## config.mk

```make
export PLATFORM = sky130hd
export DESIGN_NAME = stereo_route_mix
export DESIGN_NICKNAME = d
export VERILOG_FILES = /design/src/rtl/route_mix_pkg.sv /design/src/rtl/mix_mean.sv /design/src/rtl/mix_pick.sv /design/src/rtl/stereo_route_mix.sv
export SDC_FILE = /design/constraint.sdc
export NUM_CORES = 1
export LEC_CHECK = 0
export ABC_AREA = 0
export BUFFER_PORTS_ARGS = -buffer_cell sky130_fd_sc_hd__buf_2
export CAP_MARGIN = 15
export CORE_MARGIN = 10
export CORE_UTILIZATION = 36
export CTS_CLUSTER_DIAMETER = 80
export DETAILED_ROUTE_END_ITERATION = 12
export HOLD_SLACK_MARGIN = 0.03
export SLEW_MARGIN = 15
export SYNTH_ARGS = -nofsm -noshare
export SYNTH_HDL_FRONTEND = slang
export SYNTH_SLANG_ARGS = --single-unit
```

## constraint.sdc

```tcl
create_clock -name clk -period 1 [get_ports clk]
set_input_delay 0.05 -clock clk [delete_from_list [all_inputs] [get_ports clk]]
set_output_delay 0.05 -clock clk [all_outputs]
set_load 0.02 [all_outputs]
```

## src/rtl/route_mix_pkg.sv

```systemverilog
package route_mix_pkg;

    localparam int SEL_W = 2;
    localparam int CH_N  = 2;
    localparam int CFG_W = SEL_W * CH_N;

    typedef enum logic [SEL_W-1:0] {
        SRC_SILENT = 2'b00,
        SRC_LEFT   = 2'b01,
        SRC_RIGHT  = 2'b10,
        SRC_MEAN   = 2'b11
    } src_sel_e;

endpackage

```

## src/rtl/mix_mean.sv

```systemverilog
module mix_mean #(
    parameter int W = 24
) (
    input  logic signed [W-1:0] a,
    input  logic signed [W-1:0] b,
    output logic signed [W-1:0] mean
);
    localparam int SUM_W = W + 1;

    logic signed [SUM_W-1:0] sum;

    always_comb begin
        sum = $signed({a[W-1], a}) + $signed({b[W-1], b});
    end

    // arithmetic shift right by one of the widened sum: floor division by two
    assign mean = sum[SUM_W-1:1];
endmodule

```

## src/rtl/mix_pick.sv

```systemverilog
module mix_pick
    import route_mix_pkg::*;
#(
    parameter int W = 24
) (
    input  src_sel_e            sel,
    input  logic signed [W-1:0] left,
    input  logic signed [W-1:0] right,
    input  logic signed [W-1:0] mean,
    output logic signed [W-1:0] pick
);
    always_comb begin
        case (sel)
            SRC_LEFT:  pick = left;
            SRC_RIGHT: pick = right;
            SRC_MEAN:  pick = mean;
            default:   pick = '0;
        endcase
    end
endmodule

```

## src/rtl/stereo_route_mix.sv

```systemverilog
module stereo_route_mix
    import route_mix_pkg::*;
#(
    parameter int W = 24
) (
    input  logic                   clk,
    input  logic                   rst_n,
    input  logic                   in_valid,
    input  logic signed [W-1:0]    in_left,
    input  logic signed [W-1:0]    in_right,
    input  logic [CFG_W-1:0]       route_cfg,
    output logic                   out_valid,
    output logic signed [W-1:0]    out_left,
    output logic signed [W-1:0]    out_right
);
    typedef struct packed {
        logic                valid;
        logic signed [W-1:0] left;
        logic signed [W-1:0] right;
    } pair_t;

    pair_t st_d, st_q;

    logic signed [W-1:0] mean_w;
    logic signed [W-1:0] pick_w [CH_N];

    mix_mean #(.W(W)) u_mean (
        .a    (in_left),
        .b    (in_right),
        .mean (mean_w)
    );

    for (genvar g = 0; g < CH_N; g++) begin : g_ch
        mix_pick #(.W(W)) u_pick (
            .sel   (src_sel_e'(route_cfg[g*SEL_W +: SEL_W])),
            .left  (in_left),
            .right (in_right),
            .mean  (mean_w),
            .pick  (pick_w[g])
        );
    end

    always_comb begin
        st_d       = st_q;
        st_d.valid = in_valid;
        if (in_valid) begin
            st_d.left  = pick_w[0];
            st_d.right = pick_w[1];
        end
    end

    always_ff @(posedge clk or negedge rst_n) begin
        if (!rst_n) begin
            st_q <= '0;
        end else begin
            st_q <= st_d;
        end
    end

    assign out_valid = st_q.valid;
    assign out_left  = st_q.left;
    assign out_right = st_q.right;
endmodule

```

==> impl_metrics.py <==
metrics = {
    "logic_synthesis": {
        "synth_xor_area_share_pct": 2.92,
        "syn_avg_cell_area_um2": 8.12,
        "synth_top_family_by_area": "compound AO/OA/AOI/OAI gates",
        "synthArstFlopShare_pct": 100,
        "synth_edf_count": 0,
        "synth-simple-area-share_pct": 18.3,
        "synthAdderAreaFrac_pct": 7.33,
        "postSynthCellCount": 517,
        "yosysSeqAreaShare_pct": 29.2,
        "yosys-mux-area-fraction_pct": 5.78,
        "ys_ff_latch": 49,
        "synthFlopType": "dfrtp_1",
        "syn-cell-area_mm2": 0.00420,
        "yosys_warnings": 0,
        "ys_types": 68,
        "synth_compound_area_share_pct": 31.7,
        "syn_nets": 596,
    },
    "worst_setup_path": {
        "reg2reg_to": "out_right[22]",
        "crit_arrival_ns": 2.12,
        "required_ns": 1.18,
        "start_kind": "primary input",
        "r2r_slack_ns": -0.11,
        "crit_fanout": 4,
        "r2r_start": "out_right[22]",
        "r2r.worst_path.cells": 3,
        "critical_path_class": "primary input to flip-flop",
        "cp-end-kind": "flip-flop",
    },
    "timing": {
        "skew_ns": 0,
        "layout_setup_ws_ns": -0.940,
        "relSlewSlack_pct": 72.5,
        "finalMaxSlewViolations": 0,
        "tightest_slew_ns": 0.411,
        "post-route-min-period_ns": 1.94,
        "whs_ns": 0.0689,
        "rsz0062_at_grt": "yes",
        "post-route-period-util_pct": 194,
        "hold_violations": 0,
        "fmax_ghz": 0.516,
        "setup_viol": 46,
    },
    "die": {
        "dieArea_mm2": 0.0164,
        "pin_count": 104,
        "floorplan.initialDensity_pct": 36.8,
        "core-area_mm2": 0.0114,
        "die_w_um": 128,
        "dieHeight_um": 128,
        "row_count": 39,
    },
    "layout": {
        "seq_area_mm2": 0.00123,
        "most-common-layout-cells": "buf_4 (150), buf_2 (89), dfrtp_1 (49)",
        "multi_input_area_mm2": 0.00350,
        "fillers": 954,
        "antenna_cells": 0,
        "post-route-util_pct": 62.8,
        "final_common_cell": "buf_4",
        "instances_no_fill": 907,
        "drive_above_1_share_pct": 51.3,
        "syn2layout_area_growth_pct": 70.9,
        "finalNetCount": 842,
    },
    "global_routing": {
        "grt_pass1_wl_mm": 27.0,
        "grt_pass1_vias": 5285,
        "grt_usage_pct": 20.1,
        "overflow": 0,
        "antenna_found_initial": 0,
        "grt_max_degree": 50,
    },
    "route": {
        "ant_nets": 0,
        "vias": 5018,
        "viasPerCell": 5.53,
        "drt_iter0_drc": 301,
        "wl_per_cell_um": 18.8,
        "routed_wl_mm": 17.0,
        "first_pass_iters": 4,
        "drc": 0,
    },
    "power_and_ir_drop": {
        "peakVddDrop_uv": 942,
        "p_leak_nw": 3.32,
        "p_per_area_mw_per_mm2": 1190,
        "total_power_mw": 8.55,
    },
    "cts": {
        "numCtsBuffers": 5,
        "cts_buffer_depth": 2,
        "clockRootBuffer": "clkbuf_16",
        "clock_latency_ns": 0.30,
        "tritoncts": "built",
        "clk_pin_slew_worst_paths_ns": 0.07,
        "cts_max_level": 2,
        "cts_sinks": 49,
    },
    "place": {
        "io_buffers": 103,
        "dp_slack_ns": -1.44,
        "hpwl_mm": 12.8,
        "gp_congestion": 0.913,
        "dp.cells": 872,
    },
    "worst_hold_path": {
        "hp-class": "primary input to flip-flop",
        "min_delay_path_depth": 3,
        "hp-start": "in_left[14]",
        "whs_endpoint": "out_right[14]",
    },
    "run_status": {
        "violations": "setup timing",
        "status": "finished, violations left",
    },
    "flow_run": {
        "drv_cap": 0,
    },
}
[worst max path at each step]
| stage | start | end | slack (ns) |
|---|---|---|---|
| floorplan | in_right[0] | out_left[17] | -1.15 |
| global placement | in_right[0] | out_left[17] | -1.34 |
| detailed placement | in_right[0] | out_left[17] | -1.44 |
| CTS | in_left[1] | out_left[17] | -0.89 |
| global route | in_left[1] | out_left[17] | -1.03 |
| finish | in_left[1] | out_left[20] | -0.94 |
[flip-flops by register name, summed over array words and instances (netlist names)]
| signal | flops |
|---|---|
| out_valid | 1 |
| out_left | 24 |
| out_right | 24 |
[logic make-up after synthesis]
family,count (synthesis)
XOR/XNOR,14
buffers and inverters,53
flip-flops,49
AND/OR/NAND/NOR,158
adder cells (fa/ha/maj),24
AO/OA/AOI/OAI,196
multiplexers,23
[metrics by stage]
stage	setup TNS (ns)	area [um2]
final	-33.02	7180
after CTS	-30.54	6900
after global routing	-36.35	7180
after floorplan	-29.49	4560
after detailed placement	-48.71	6200
after global placement	-47.51	6200
[layer usage]
metal | GRT usage, % | up-vias | part of all wire (%)
met5 | 0 | - | 0
met4 | 4.77 | 0 | 1.7
met3 | 4.88 | 22 | 6.6
met2 | 34.1 | 141 | 49
met1 | 25.0 | 2442 | 43
li1 | - | 2413 | -
[critical path, stage by stage]
cell and delay, ns:
buf_8 0.10, buf_4 0.13, buf_6 0.11, ha_4 0.23, a31oi_4 0.20, a221oi_4 0.13, buf_4 0.16, a211oi_4 0.33
o41ai_4 0.14, or3_1 0.38, nand3_1 0.09, a31oi_1 0.07
[cells in the mapped netlist, drive strengths merged, types with 2 or more instances]
cell type	instances	area share (%)
o21ai	54	6.5
dfrtp	49	29
nand2	48	4.3
nor2	43	3.8
a21oi	37	4.5
a22oi	33	5.9
clkbuf	32	2.9
ha	23	6.9
inv	17	1.5
nand3	16	1.9
a31oi	14	2.4
mux2i	13	3.1
a21o	10	1.8
mux2	10	2.7
xnor2	8	1.7
o221ai	7	1.6
nand3b	6	1.1
nand4	6	0.89
nor2b	6	0.89
xor2	6	1.3
a211oi	5	0.89
and2	5	0.80
and3	5	0.75
nand2b	5	0.75
nor3	5	0.72
o211ai	5	1.0
or3	5	0.75
a21boi	4	0.72
buf	4	0.42
a221oi	3	1.0
o21a	3	0.54
o21bai	3	0.54
a211o	2	0.42
nor3b	2	0.36
o211a	2	0.48
o22a	2	0.42
or2	2	0.36
[layout make-up]
type	count	share of cell area [%]
multi-input cells	415	48.7
flip-flops and latches	49	17.1
repair buffers	275	28.3
well taps	143	2.49
clock buffers	6	1.94
inverters	17	0.924
clock inverters	2	0.523
[repair_timing]
item                                    CTS  global route
buffers inserted                         18            11
resized for setup                        79            53
hold buffers                              1             0
endpoints found under the setup margin   47            48
pin swaps                                45            46
endpoints found under the hold margin    49             0
[report_power, final]
group          switching (mW)  internal [mW]
Combinational            2.14           1.98
Sequential              0.145           2.23
Clock                   0.804           1.25
Note: power is estimated with default switching activity, not from simulation.
